### src/rtl/sem_pkg.sv
// Package: shared types for the dual-port semaphore unit.
// Assumes: exactly two contending ports, called left and right.
package sem_pkg;

    // Who holds a flag. No encoding is ever shared by both ports.
    typedef enum logic [1:0] {
        OWN_NONE  = 2'd0,
        OWN_LEFT  = 2'd1,
        OWN_RIGHT = 2'd2
    } sem_owner_e;

endpackage

### src/rtl/sem_port_decode.sv
// Module: sem_port_decode
// Turns one port's select, strobe, address and data bit 0 into a
// one-hot request vector, a one-hot release vector and a read enable.
// Assumes: the caller hands over data bit 0 only; the upper bits play no part.
module sem_port_decode #(
    parameter int NUM_FLAGS = 8,
    parameter int ADDR_W    = 3
) (
    input  logic                 sel_n,
    input  logic                 wr,
    input  logic [ADDR_W-1:0]    addr,
    input  logic                 wbit,
    output logic [NUM_FLAGS-1:0] req_vec,
    output logic [NUM_FLAGS-1:0] rel_vec,
    output logic                 rd_en
);

    logic wr_en;

    // A write counts only while the port is selected.
    assign wr_en = !sel_n && wr;
    // A read counts only while the port is selected.
    assign rd_en = !sel_n && !wr;

    for (genvar g = 0; g < NUM_FLAGS; g++) begin : g_flag
        logic hit;
        // This flag is addressed by the port.
        assign hit        = (addr == ADDR_W'(g));
        // Data bit 0 low asks for the flag; high gives it back.
        assign req_vec[g] = wr_en && hit && !wbit;
        assign rel_vec[g] = wr_en && hit &&  wbit;
    end

endmodule

### src/rtl/sem_flag_cell.sv
// Module: sem_flag_cell
// Holds one lock flag: its current holder and one queued-request bit per port.
// Assumes: at most one command per port per cycle (the decode guarantees it).
// Rules: a free flag goes to the requester (left wins a tie); a request
// against the other holder is queued; only the holder may free the flag,
// and freeing hands it to a queued or simultaneous requester.
module sem_flag_cell
    import sem_pkg::*;
(
    input  logic clk,
    input  logic rst_n,
    input  logic l_req,
    input  logic l_rel,
    input  logic r_req,
    input  logic r_rel,
    output logic own_l,
    output logic own_r,
    output logic pend_l,
    output logic pend_r
);

    sem_owner_e own_q, own_d;
    logic       pl_q, pl_d;
    logic       pr_q, pr_d;

    // Next-state rules for holder and queued requests.
    always_comb begin
        own_d = own_q;
        pl_d  = pl_q;
        pr_d  = pr_q;
        case (own_q)
            OWN_NONE: begin
                pl_d = 1'b0;
                pr_d = 1'b0;
                if (l_req) begin
                    own_d = OWN_LEFT;
                    pr_d  = r_req;
                end else if (r_req) begin
                    own_d = OWN_RIGHT;
                end
            end
            OWN_LEFT: begin
                if (l_rel) begin
                    if (pr_q || r_req) begin
                        own_d = OWN_RIGHT;
                        pr_d  = 1'b0;
                    end else begin
                        own_d = OWN_NONE;
                    end
                end else if (r_req) begin
                    pr_d = 1'b1;
                end
            end
            OWN_RIGHT: begin
                if (r_rel) begin
                    if (pl_q || l_req) begin
                        own_d = OWN_LEFT;
                        pl_d  = 1'b0;
                    end else begin
                        own_d = OWN_NONE;
                    end
                end else if (l_req) begin
                    pl_d = 1'b1;
                end
            end
            default: begin
                own_d = OWN_NONE;
                pl_d  = 1'b0;
                pr_d  = 1'b0;
            end
        endcase
    end

    // State register with synchronous active-low reset.
    always_ff @(posedge clk) begin
        if (!rst_n) begin
            own_q <= OWN_NONE;
            pl_q  <= 1'b0;
            pr_q  <= 1'b0;
        end else begin
            own_q <= own_d;
            pl_q  <= pl_d;
            pr_q  <= pr_d;
        end
    end

    assign own_l  = (own_q == OWN_LEFT);
    assign own_r  = (own_q == OWN_RIGHT);
    assign pend_l = pl_q;
    assign pend_r = pr_q;

    // Unused release inputs: a release from the non-holder changes nothing,
    // so r_rel is only looked at in the right-holder branch and vice versa.

endmodule

### src/rtl/sem_read_port.sv
// Module: sem_read_port
// Forms one port's read word from the holder bits of all flags.
// Assumes: a combinational read of current state; the result is all
// zeros only for a selected read of a flag that this port holds.
module sem_read_port #(
    parameter int NUM_FLAGS = 8,
    parameter int ADDR_W    = 3,
    parameter int DATA_W    = 8
) (
    input  logic                 rd_en,
    input  logic [ADDR_W-1:0]    addr,
    input  logic [NUM_FLAGS-1:0] own_vec,
    output logic [DATA_W-1:0]    rdata
);

    logic held;

    // Holder bit of the addressed flag.
    assign held  = own_vec[addr];
    // Zeros tell the port it holds the flag; ones mean it does not.
    assign rdata = (rd_en && held) ? '0 : '1;

endmodule

### src/rtl/dp_semaphore_unit.sv
// Module: dp_semaphore_unit (top)
// Eight lock flags shared by a left and a right port, claimed by a
// write-then-read handshake. Each port decodes its access into per-flag
// commands, one cell per flag resolves contention, and a read port per
// side reports ownership.
// Assumes: one clock domain, synchronous active-low reset, DATA_W >= 2.
module dp_semaphore_unit #(
    parameter  int NUM_FLAGS = 8,
    parameter  int DATA_W    = 8,
    localparam int ADDR_W    = $clog2(NUM_FLAGS)
) (
    input  logic              clk,
    input  logic              rst_n,
    input  logic              lft_sel_n,
    input  logic              lft_wr,
    input  logic [ADDR_W-1:0] lft_addr,
    input  logic [DATA_W-1:0] lft_wdata,
    output logic [DATA_W-1:0] lft_rdata,
    input  logic              rgt_sel_n,
    input  logic              rgt_wr,
    input  logic [ADDR_W-1:0] rgt_addr,
    input  logic [DATA_W-1:0] rgt_wdata,
    output logic [DATA_W-1:0] rgt_rdata
);

    logic [NUM_FLAGS-1:0] l_req_vec, l_rel_vec;
    logic [NUM_FLAGS-1:0] r_req_vec, r_rel_vec;
    logic [NUM_FLAGS-1:0] own_l_vec, own_r_vec;
    logic [NUM_FLAGS-1:0] pend_l_vec, pend_r_vec;
    logic                 l_rd_en, r_rd_en;
    logic                 unused_wdata_hi;

    // Upper data bits have no meaning for a flag write.
    assign unused_wdata_hi = ^{lft_wdata[DATA_W-1:1], rgt_wdata[DATA_W-1:1]};

    sem_port_decode #(.NUM_FLAGS(NUM_FLAGS), .ADDR_W(ADDR_W)) u_dec_l (
        .sel_n   (lft_sel_n),
        .wr      (lft_wr),
        .addr    (lft_addr),
        .wbit    (lft_wdata[0]),
        .req_vec (l_req_vec),
        .rel_vec (l_rel_vec),
        .rd_en   (l_rd_en)
    );

    sem_port_decode #(.NUM_FLAGS(NUM_FLAGS), .ADDR_W(ADDR_W)) u_dec_r (
        .sel_n   (rgt_sel_n),
        .wr      (rgt_wr),
        .addr    (rgt_addr),
        .wbit    (rgt_wdata[0]),
        .req_vec (r_req_vec),
        .rel_vec (r_rel_vec),
        .rd_en   (r_rd_en)
    );

    for (genvar g = 0; g < NUM_FLAGS; g++) begin : g_cell
        sem_flag_cell u_cell (
            .clk    (clk),
            .rst_n  (rst_n),
            .l_req  (l_req_vec[g]),
            .l_rel  (l_rel_vec[g]),
            .r_req  (r_req_vec[g]),
            .r_rel  (r_rel_vec[g]),
            .own_l  (own_l_vec[g]),
            .own_r  (own_r_vec[g]),
            .pend_l (pend_l_vec[g]),
            .pend_r (pend_r_vec[g])
        );
    end

    sem_read_port #(.NUM_FLAGS(NUM_FLAGS), .ADDR_W(ADDR_W), .DATA_W(DATA_W)) u_rd_l (
        .rd_en   (l_rd_en),
        .addr    (lft_addr),
        .own_vec (own_l_vec),
        .rdata   (lft_rdata)
    );

    sem_read_port #(.NUM_FLAGS(NUM_FLAGS), .ADDR_W(ADDR_W), .DATA_W(DATA_W)) u_rd_r (
        .rd_en   (r_rd_en),
        .addr    (rgt_addr),
        .own_vec (own_r_vec),
        .rdata   (rgt_rdata)
    );

endmodule

### config.mk
export PLATFORM = sky130hd
export DESIGN_NAME = dp_semaphore_unit
export DESIGN_NICKNAME = d
export VERILOG_FILES = /design/src/rtl/sem_pkg.sv /design/src/rtl/sem_port_decode.sv /design/src/rtl/sem_flag_cell.sv /design/src/rtl/sem_read_port.sv /design/src/rtl/dp_semaphore_unit.sv
export SDC_FILE = /design/constraint.sdc
export NUM_CORES = 1
export LEC_CHECK = 0
export ABC_AREA = 1
export BUFFER_PORTS_ARGS = -buffer_cell sky130_fd_sc_hd__buf_4
export CAP_MARGIN = 20
export CORE_MARGIN = 2
export CORE_UTILIZATION = 61
export DETAILED_ROUTE_END_ITERATION = 12
export PLACE_DENSITY = 0.86
export RECOVER_POWER = 100
export SKIP_LAST_GASP = 1
export SYNTH_ARGS = -nofsm -noshare
export SYNTH_HDL_FRONTEND = slang
export SYNTH_SLANG_ARGS = --single-unit
### constraint.sdc
create_clock -name clk -period 4.2 [get_ports clk]
set_input_delay 0.63 -clock clk [delete_from_list [all_inputs] [get_ports clk]]
set_output_delay 0.63 -clock clk [all_outputs]
set_load 0.02 [all_outputs]
## Word-level counts from Yosys, hierarchy flattened

Cells that the tools add are included.

| storage, ports and cells | value |
|---|---|
| input port bits | 28 |
| logic and storage cells | 372 |
| output and inout port bits | 16 |
| flip-flop bits (word level) | 32 |

| cells by class | value |
|---|---|
| bitwise operators | 16 |
| $lt $le $gt $ge | 2 |
| equal/unequal tests | 86 |
| multiplexer cells | 134 |
| reductions and logical operators | 110 |

Operators with widths:

| kind | count |
|---|---|
| 2-to-1 mux 2 bit | 40 |
| != test 3 x 1 -> 1 bit (second input constant) | 24 |
| AND reduction 3 bit | 24 |
| 2-to-1 mux 1 bit | 66 |
| logical AND 1 bit | 54 |
| != test 3 bit (second input constant) | 16 |
| one-hot mux 2 bit (3 select lines) | 8 |
| != test 2 x 1 -> 1 bit (second input constant) | 16 |
| == test 3 bit (second input constant) | 8 |
| one-hot mux 1 bit (3 select lines) | 8 |
| == test 2 x 1 -> 1 bit (second input constant) | 8 |
| == test 2 bit (second input constant) | 8 |
| zero test 2 bit | 8 |
| logical OR 1 bit | 16 |
| 2-to-1 mux 8 bit | 2 |
| NOT 1 bit | 16 |
| one-hot mux 1 bit (2 select lines) | 8 |
| == test 3 x 2 -> 1 bit (second input constant) | 4 |
| < comparator 3 x 4 -> 1 bit (second input constant) | 2 |
| binary-select mux 1 bit (select 3 bit) | 2 |
| == test 3 x 1 -> 1 bit (second input constant) | 2 |
| zero test 1 bit | 6 |
| zero test 3 bit | 2 |

## Depth between registers and ports, before layout

Gate-level depths: netlist (run 1).

| logic depth | value |
|---|---|
| depth after elaboration | 8 |
| mapped depth | 11 |
| mapped depth without buffers | 10 |

## Modules after synthesis

Synthesis (run 1) repeated with hierarchy kept, for this count alone.

| unflattened totals | value |
|---|---|
| cell total of the unflattened synthesis | 492 |
| area, all modules | 2720.1 sq um |

By module, submodules not included:

| module | area an instance (sq um) | cells each | times used | seq. area each (sq um) |
|---|---|---|---|---|
| sem_flag_cell | 261.5 | 45 | 8 | 80.1 |
| sem_port_decode | 158.9 | 35 | 2 | 0.0 |
| sem_read_port | 155.1 | 31 | 2 | 0.0 |

## Least setup slack after synthesis (run 1)

Ideal clock, no wire load.

| timing | value |
|---|---|
| kind | input to output |
| from | input lft_addr[1] |
| to | output lft_rdata[1] |
| path buffers | 1 |
| setup slack | 1.895 ns |
| required time | 3.570 ns |
| stages | 8 |
| data arrival time | 1.675 ns |
| path through | inv_1 > nand2_1 > o22ai_1 > inv_1 > o21ai_0 > o21ai_0 > nand3_1 > buf_4 |

| between the ends | value |
|---|---|
| longest elaborated chain between the ends | 4 |

Ends and longest elaborated chain:

| what | RTL line | RTL |
|---|---|---|
| start: declaration | dp_semaphore_unit.sv:16 | `input logic [ADDR_W-1:0] lft_addr,` |
| binary-select mux 1 bit (select 3 bit) | sem_read_port.sv:19 | `assign held = own_vec[addr];` |
| 2-to-1 mux 1 bit (not written as such) | sem_read_port.sv:19 |  |
| logical AND 1 bit | sem_read_port.sv:21 | `assign rdata = (rd_en && held) ? '0 : '1;` |
| 2-to-1 mux 8 bit | sem_read_port.sv:21 |  |
| end: declaration | dp_semaphore_unit.sv:18 | `output logic [DATA_W-1:0] lft_rdata,` |

No other way between the ends. The select of a mux whose other input is x is not followed.

## Worst setup path after layout (run 1)

| timing | value |
|---|---|
| from | input rgt_addr[0] |
| to | output rgt_rdata[5] |

| between the ends | value |
|---|---|
| longest elaborated chain between the ends | 4 |

Ends and longest elaborated chain:

| what | RTL line | RTL |
|---|---|---|
| start: declaration | dp_semaphore_unit.sv:21 | `input logic [ADDR_W-1:0] rgt_addr,` |
| binary-select mux 1 bit (select 3 bit) | sem_read_port.sv:19 |  |
| 2-to-1 mux 1 bit (not written as such) | sem_read_port.sv:19 |  |
| logical AND 1 bit | sem_read_port.sv:21 |  |
| 2-to-1 mux 8 bit | sem_read_port.sv:21 |  |
| end: declaration | dp_semaphore_unit.sv:23 | `output logic [DATA_W-1:0] rgt_rdata` |

No other way between the ends. The select of a mux whose other input is x is not followed.

==> impl_metrics.ini, run 1 <==
[run_status]
outcome = finished, final reports clean

[drt]
drt_first_pass_iters = 6
drt_iter0_drc = 236
drc = 0
vias = 2929
avgViaCountPerCell = 5.56
wl_per_cell_um = 12.0
drt-total-wl_um = 6340
postRouteAntennaNets = 0

[pwr]
p_clk_share_pct = 36.2
p_int_uw = 507
switching_share_pct = 31.1
pwr-share-seq_pct = 43.5
p_comb_share_pct = 20.3
powerDensity_nw_per_um2 = 266
switching_power_uw = 229
power.leakage_uw = 0.00130
peakVddDrop_mv = 0.148

[clocking]
cts_buffer_depth = 2
clk_latency_ns = 0.29
cts_hold_buffers = 0
cts_max_level = 2
clock-root-buffer = clkbuf_8
post_cts_buffers = 0
cts_sinks = 32
numCtsBuffers = 5
cts.clk_slew.worst_paths_ns = 0.06
cts_tree = built
cts_resized = 0

[floorplan]
core_region_area_sq_um = 4060
fp.dieH_um = 69.4
rows = 23
ios = 44
die_w_um = 69.4
fp.dieArea_sq_um = 4820
initial_core_util_pct = 64.3

[global_route]
grt_start_max_net_pins = 23
grt_pass1_wl_um = 10900
grt_pass1_vias = 2568
grt_use_total_pct = 27.1
grt_antenna_before_repair = 0
globalRoute.totalOverflow = 0

[sta]
fmax_mhz = 370
rsz0062_at_grt = false
layout_min_cycle_time_ns = 2.70
whs_ns = 0.478
slew_violations = 0
finalHoldViolations = 0
finalSetupTns_ns = 0
setup_violations = 0
max_slew_margin_pct = 57.2
finalCritPeriodShare_pct = 64.4
skew_ns = 0.00818
tightest_slew_ns = 0.641

[logic_synthesis]
async_flop_share_pct = 0
ys_ff_latch = 32
yosysWarnings = 0
synthTopCellsByArea = dfxtp_1, nand2_1, nor2_1
synth_cell_types = 26
yosysTopAreaCell = dfxtp_1
syn_avg_cell_area_sq_um = 5.65
synth_edf_count = 0
synth_top_area_share_pct = 24.5
synth_ff_type = dfxtp_1
synth_area_sq_um = 2610
syn-num-nets = 490
ys_seq_area_share_pct = 24.5
syn_inst = 462

[setup_path]
worstPathMaxFanout = 8
end_kind = output pin
path_class = input pin to output pin
critPathArrivalTime_ns = 2.07
worstSetupStartpointType = input pin
worstPathRequired_ns = 3.57

[layout]
antenna_cells = 0
drive_gt1_share_pct = 5.87
fin_nets = 505
syn2layout_area_growth_pct = 5.94

[placement]
dpl.hpwl_um = 4750
gp_congestion = 1.07
portBuffers = 29

[min_path]
hold_class = flop to flop

[flow_run]
cap_viol_max_count = 0
-- layout by cell type, fill, tap and decap left out, types with 6 or more instances in the layout --
| master | n |
|---|---|
| dfxtp_1 | 32 |
| nor3_1 | 6 |
| clkbuf_8 | 7 |
| nand3_1 | 52 |
| nand2_1 | 105 |
| clkbuf_1 | 16 |
| nand4_1 | 12 |
| inv_1 | 75 |
| a21oi_1 | 23 |
| nor2_1 | 84 |
| o21ai_0 | 24 |
| buf_4 | 12 |
-- worst max-delay path, stage by stage --
cell and delay (ns):
buf_4 0.13, nor2_1 0.41, inv_1 0.10, o22ai_1 0.17, a21oi_1 0.07, nand2_1 0.07
nand2_1 0.06, nand2_1 0.18, clkbuf_1 0.27
-- flip-flops by register name, summed over array words and instances, names as in the netlist --
signal and cells:
g_cell.u_cell.own_q 16, g_cell.u_cell.pend_l 8, g_cell.u_cell.pend_r 8
-- kinds of logic after synthesis --
logic type             share of synthesized area, %
AOI/OAI and AO/OA                              14.9
DFF                                            24.5
and+or+nand+nor                                44.2
buffers and inverters                          16.4
-- power by group through the flow --
stage          Clock (uW)  Sequential, uW  Combinational [uW]
2_1_floorplan           0             325                 117
3_3_place_gp            0             326                 149
3_5_place_dp            0             327                 154
4_1_cts               268             320                 155
5_1_grt               280             321                 173
6_report              266             320                 149
-- final timing paths --
path                                          start                              endpoint  slack, ns  cells after the start
min            g_cell[6].u_cell.pend_l$_SDFFE_PN0P_  g_cell[6].u_cell.pend_l$_SDFFE_PN0P_       0.48                      2
min reg2reg    g_cell[6].u_cell.pend_l$_SDFFE_PN0P_  g_cell[6].u_cell.pend_l$_SDFFE_PN0P_       0.48                      2
max reg2reg  g_cell[2].u_cell.own_q[0]$_SDFFE_PN0P_  g_cell[2].u_cell.pend_r$_SDFFE_PN0P_       2.74                      7
max                                     rgt_addr[0]                          rgt_rdata[5]       1.50                      9
-- per-layer routing --
layer	global-route usage, %	part of all wire [%]	vias to the layer above
met3	5.23	8.1	11
met5	0	0	-
met1	35.4	44	1304
met4	7.63	1.5	0
met2	45.5	46	116
li1	-	-	1498
-- layout make-up --
class,count,area (sq um)
Inverter,76,285
Clock buffer,7,96.3
Fill cell,400,1290
Multi-Input combinational cell,333,1520
Timing Repair Buffer,29,158
Tap cell,50,62.6
Sequential cell,32,641
-- stage by stage --
| step | std cells | instance area [sq um] | power [uW] | utilization, % | worst slack [ns] |
|---|---|---|---|---|---|
| 2_1_floorplan | 462 | 2610 | 443 | - | 1.90 |
| 3_3_place_gp | 520 | 2750 | 476 | 67.7 | 1.79 |
| 3_5_place_dp | 520 | 2750 | 480 | 67.7 | 1.73 |
| 4_1_cts | 527 | 2840 | 743 | 70.1 | 1.57 |
| 5_1_grt | 527 | 2770 | 773 | 68.1 | 1.39 |
| 6_report | 527 | 2770 | 735 | 68.1 | 1.50 |
-- Yosys cell counts (3+ instances only) --
library cell  number
nand2_1          105
a221oi_1           4
o21a_1             4
a21oi_1           23
nor2_2             3
inv_1             74
buf_4             14
dfxtp_1           32
buf_2              4
o21ai_0           24
a21boi_0           3
nor3_1             6
nand3_1           49
nand3_2            6
o22ai_1            4
nand4_1           12
nor2_1            83
Power figures use the tool's default switching activity.
==> run 2: changes to the inputs <==
--- a/config.mk
+++ b/config.mk
@@ -9,9 +9,9 @@
 export BUFFER_PORTS_ARGS = -buffer_cell sky130_fd_sc_hd__buf_4
 export CAP_MARGIN = 20
 export CORE_MARGIN = 2
-export CORE_UTILIZATION = 61
+export CORE_UTILIZATION = 57
 export DETAILED_ROUTE_END_ITERATION = 12
-export PLACE_DENSITY = 0.86
+export PLACE_DENSITY = 0.81
 export RECOVER_POWER = 100
 export SKIP_LAST_GASP = 1
 export SYNTH_ARGS = -nofsm -noshare
==> constraint.sdc (replaced) <==
create_clock -name clk -period 2.5 [get_ports clk]
set_input_delay 0.375 -clock clk [delete_from_list [all_inputs] [get_ports clk]]
set_output_delay 0.375 -clock clk [all_outputs]
set_load 0.02 [all_outputs]
==> impl_metrics.ini, run 2 (synthesized netlist as in run 1, its figures left out) <==
[sta]
finalHoldViolations = 0
skew_ns = 0.00623
setup_violations = 0
tightest_slew_ns = 0.705
layout_min_cycle_time_ns = 2.24
max_slew_margin_pct = 52.8
finalCritPeriodShare_pct = 89.5
rsz0062_at_grt = false
fmax_mhz = 447
slew_violations = 0
whs_ns = 0.443
finalSetupTns_ns = 0

[floorplan]
die_w_um = 71.7
rows = 24
core_region_area_sq_um = 4380
ios = 44
fp.dieArea_sq_um = 5140
initial_core_util_pct = 59.5
fp.dieH_um = 71.7

[global_route]
grt_antenna_before_repair = 0
met1_usage_pct = 33.5
grt_use_total_pct = 26.1
use_met2_pct = 44.9
globalRoute.totalOverflow = 0
top_usage_layer = met2
use_met3_pct = 4.64
grt_pass1_vias = 2653
grt_start_max_net_pins = 23
grt_pass1_wl_um = 11000

[layout]
final_common_cell = nand2_1
fillers = 456
instances_no_fill = 533
drive_gt1_share_pct = 7.28
fin_nets = 508
most-common-layout-cells = nand2_1, nor2_1, inv_1
largest-register = g_cell.u_cell.own_q
largest_reg_flops = 16
antenna_cells = 0
syn2layout_area_growth_pct = 6.62

[drt]
wl_per_cell_um = 11.9
postRouteAntennaNets = 0
vias = 2893
drt_first_pass_iters = 5
drc = 0
drt_iter0_drc = 197
drt-total-wl_um = 6370
avgViaCountPerCell = 5.43

[placement]
place_inst = 525
dpl.hpwl_um = 4810
gp_congestion = 0.929
portBuffers = 29

[setup_path]
worstSetupStartpointType = flop
end_kind = output pin
worstPathMaxFanout = 8
path_class = flop to output pin
critPathArrivalTime_ns = 1.86
worstPathRequired_ns = 2.12

[pwr]
power.leakage_uw = 0.00132
p_clk_share_pct = 34.9
pwr-share-seq_pct = 44.3
switching_power_uw = 382
p_int_uw = 831
p_comb_share_pct = 20.8
switching_share_pct = 31.5
powerDensity_nw_per_um2 = 436
peakVddDrop_mv = 0.236

[clocking]
numCtsBuffers = 5
cts_tree = built
cts_hold_buffers = 0
cts_buffer_depth = 2
clock-root-buffer = clkbuf_8
cts.clk_slew.worst_paths_ns = 0.07
cts_max_level = 2
cts_sinks = 32
post_cts_buffers = 0
clk_latency_ns = 0.29

[min_path]
hold_class = input pin to flop

[flow_run]
cap_viol_max_count = 0

[run_status]
outcome = finished, final reports clean
-- run 2: power groups by stage --
stage | Combinational [uW] | Clock [uW] | Sequential (uW)
global placement | 254 | 0 | 548
detailed placement | 260 | 0 | 549
finish | 252 | 424 | 538
CTS | 262 | 429 | 538
floorplan | 197 | 0 | 547
global route | 286 | 450 | 539
-- run 2: repair_timing --
item,4_1_cts,5_1_grt
gates resized for setup,0,1
endpoints found under the setup margin,0,8
endpoints found under the hold margin,0,0
-- run 2: cell type report --
type                    count  area [sq um]  area share, %
repair buffers             32           179           6.43
clock buffers               8          90.1           3.24
flip-flops and latches     32           641           23.0
inverters                  76           285           10.3
multi-input cells         333          1520           54.7
well taps                  52          65.1           2.34
-- run 2: worst max-delay path, stage by stage, from the launching register on --
cell      delay, ns
dfxtp_1        0.35
inv_1          0.05
nor2_1         0.25
inv_1          0.13
a21oi_1        0.18
nand2_1        0.06
o21ai_0        0.08
nand3_1        0.23
clkbuf_2       0.23
-- run 2: through the flow --
stage	utilization, %	power [uW]	setup WS, ns	instance area (sq um)
after detailed placement	63.2	810	0.474	2770
after CTS	65.3	1230	0.155	2860
after floorplan	-	744	0.551	2610
after global routing	63.5	1280	0.102	2780
after global placement	63.2	802	0.550	2770
final	63.5	1210	0.263	2780
-- run 2: layer usage --
layer,wire length (um),vias to the layer above
met4,70,0
li1,-,1500
met2,2880,86
met3,350,9
met5,0,-
met1,3070,1298
-- run 2: path summary, 6_finish.rpt --
kind	start	to	slack [ns]	cells past startpoint
setup / recovery	g_cell[4].u_cell.own_q[0]$_SDFFE_PN0P_	lft_rdata[0]	0.26	8
setup reg to reg	g_cell[1].u_cell.own_q[0]$_SDFFE_PN0P_	g_cell[1].u_cell.pend_r$_SDFFE_PN0P_	1.15	8
hold reg to reg	g_cell[1].u_cell.pend_r$_SDFFE_PN0P_	g_cell[1].u_cell.pend_r$_SDFFE_PN0P_	0.48	2
hold / removal	rst_n	g_cell[4].u_cell.pend_r$_SDFFE_PN0P_	0.44	3
==> run 3: changes to the inputs <==
--- a/config.mk
+++ b/config.mk
@@ -12,8 +12,9 @@
 export CORE_UTILIZATION = 57
 export DETAILED_ROUTE_END_ITERATION = 12
 export PLACE_DENSITY = 0.81
-export RECOVER_POWER = 100
+export RECOVER_POWER = 25
 export SKIP_LAST_GASP = 1
+export SLEW_MARGIN = 20
 export SYNTH_ARGS = -nofsm -noshare
 export SYNTH_HDL_FRONTEND = slang
 export SYNTH_SLANG_ARGS = --single-unit
==> impl_metrics.ini, run 3 (synthesized netlist as in run 1, its figures left out) <==
[global_route]
grt_pass1_wl_um = 11000
grt_antenna_before_repair = 0
grt_start_max_net_pins = 23
globalRoute.totalOverflow = 0
grt_pass1_vias = 2653
grt_use_total_pct = 26.1

[setup_path]
timing.rr.end = g_cell[3].u_cell.pend_r$_SDFFE_PN0P_
worstPathRequired_ns = 2.12
crit_chain = inv_1 -> nor2_1 -> inv_1 -> a21oi_1 -> nand2_1 -> o21ai_0 -> nand3_1 -> buf_4
crit_path_max_incr_delay_ns = 0.35
worstPathMaxFanout = 8
reg2regPathDepth = 8
cp.depth = 8
critPathArrivalTime_ns = 1.88
timing.critical_path.mode_cell = inv_1
worstSetupStartpointType = flop
reg2reg_slack_ns = 1.15
end_kind = output pin
crit_buf_inv = 3
cp_top_family = simple AND/OR/NAND/NOR gates
path_class = flop to output pin
crit_slowest_cell = dfxtp_1
crit_path_end = lft_rdata[0]
rr_startpoint = g_cell[3].u_cell.own_q[0]$_SDFFE_PN0P_
startpoint = g_cell[4].u_cell.own_q[0]$_SDFFE_PN0P_

[clocking]
cts_tree = built
numCtsBuffers = 5
cts_max_level = 2
cts.clk_slew.worst_paths_ns = 0.07
cts_buffer_depth = 2
clock-root-buffer = clkbuf_8
cts_sinks = 32
clk_latency_ns = 0.29

[drt]
drc = 0
drt_iter0_drc = 173
drt_first_pass_iters = 5
wl_met3_um = 378
wl_met1_um = 3030
vias = 2912
avgViaCountPerCell = 5.46
wl_met2_um = 2900
dr.max_layer_used = met4
postRouteAntennaNets = 0
drt-total-wl_um = 6380
wl_per_cell_um = 12.0

[pwr]
peakVddDrop_mv = 0.242
powerDensity_nw_per_um2 = 428
power.leakage_uw = 0.00136

[layout]
drive_gt1_share_pct = 10.2
multi_input_area_sq_um = 1540
antenna_cells = 0
final-seq-area_sq_um = 641
largest-register = g_cell.u_cell.own_q
syn2layout_area_growth_pct = 9.35
final_core_util_pct = 65.1
final_common_cell = nand2_1
fin_nets = 508
fillers = 437
largest_reg_flops = 16
most-common-layout-cells = nand2_1, nor2_1, inv_1

[sta]
slew_violations = 0
rsz0062_at_grt = false
fmax_mhz = 444
finalCritPeriodShare_pct = 90.1
skew_ns = 0.00651
finalHoldViolations = 0
setup_violations = 0
max_slew_margin_pct = 56.9
finalSetupTns_ns = 0
tightest_slew_ns = 0.646
layout_min_cycle_time_ns = 2.25

[floorplan]
fp.dieH_um = 71.7
die_w_um = 71.7
fp.dieArea_sq_um = 5140
rows = 24
core_region_area_sq_um = 4380
initial_core_util_pct = 59.5
ios = 44

[min_path]
hold_class = input pin to flop

[placement]
dpl.hpwl_um = 4810
portBuffers = 29
gp_congestion = 0.929

[flow_run]
cap_viol_max_count = 0

[run_status]
outcome = finished, final reports clean
run 3: timing repair:
action / in CTS / in global routing
buffers inserted: 0 / 0
hold buffers: 0 / 0
setup endpoints to repair: 0 / 8
resized for setup: 0 / 1
run 3: report_power, final:
group          total, uW  internal, uW  switching [uW]
combinational        262          88.0             174
sequential           538           527            10.3
clock                423           225             198
run 3: cell type report:
| class | count | share of cell area [%] |
|---|---|---|
| Clock buffer | 8 | 3.16 |
| Inverter | 76 | 10.0 |
| Multi-Input combinational cell | 333 | 54.0 |
| Sequential cell | 32 | 22.4 |
| Tap cell | 52 | 2.28 |
| Timing Repair Buffer | 32 | 8.15 |
run 3: metal layers:
layer | GRT usage [%] | up-vias
li1 | - | 1500
met1 | 33.5 | 1306
met2 | 44.9 | 97
met3 | 4.64 | 9
met4 | 7.34 | 0
met5 | 0 | -
run 3: tightest hold or removal path, stage by stage:
cell and delay (ns):
buf_4 0.20, nand2_1 0.09, nor2_1 0.03
run 3: how the worst min path moves through the flow:
stage | start | to | slack [ns] | depth (start not counted)
finish | rst_n | g_cell[4].u_cell.pend_r$_SDFFE_PN0P_ | 0.44 | 3
global route | rst_n | g_cell[5].u_cell.pend_r$_SDFFE_PN0P_ | 0.46 | 3
CTS | rst_n | g_cell[7].u_cell.pend_r$_SDFFE_PN0P_ | 0.44 | 3
detailed placement | g_cell[3].u_cell.pend_l$_SDFFE_PN0P_ | g_cell[3].u_cell.pend_l$_SDFFE_PN0P_ | 0.47 | 2
global placement | g_cell[4].u_cell.pend_l$_SDFFE_PN0P_ | g_cell[4].u_cell.pend_l$_SDFFE_PN0P_ | 0.46 | 2
floorplan | g_cell[4].u_cell.pend_l$_SDFFE_PN0P_ | g_cell[4].u_cell.pend_l$_SDFFE_PN0P_ | 0.44 | 2
run 3: per-stage QoR:
step	power, uW	std cells	instance area (sq um)	hold slack (ns)	worst slack [ns]
global route	1290	533	2850	0.463	0.0760
CTS	1230	533	2860	0.445	0.155
global placement	802	525	2770	0.459	0.550
detailed placement	810	525	2770	0.472	0.474
finish	1220	533	2850	0.441	0.249
floorplan	744	462	2610	0.437	0.551
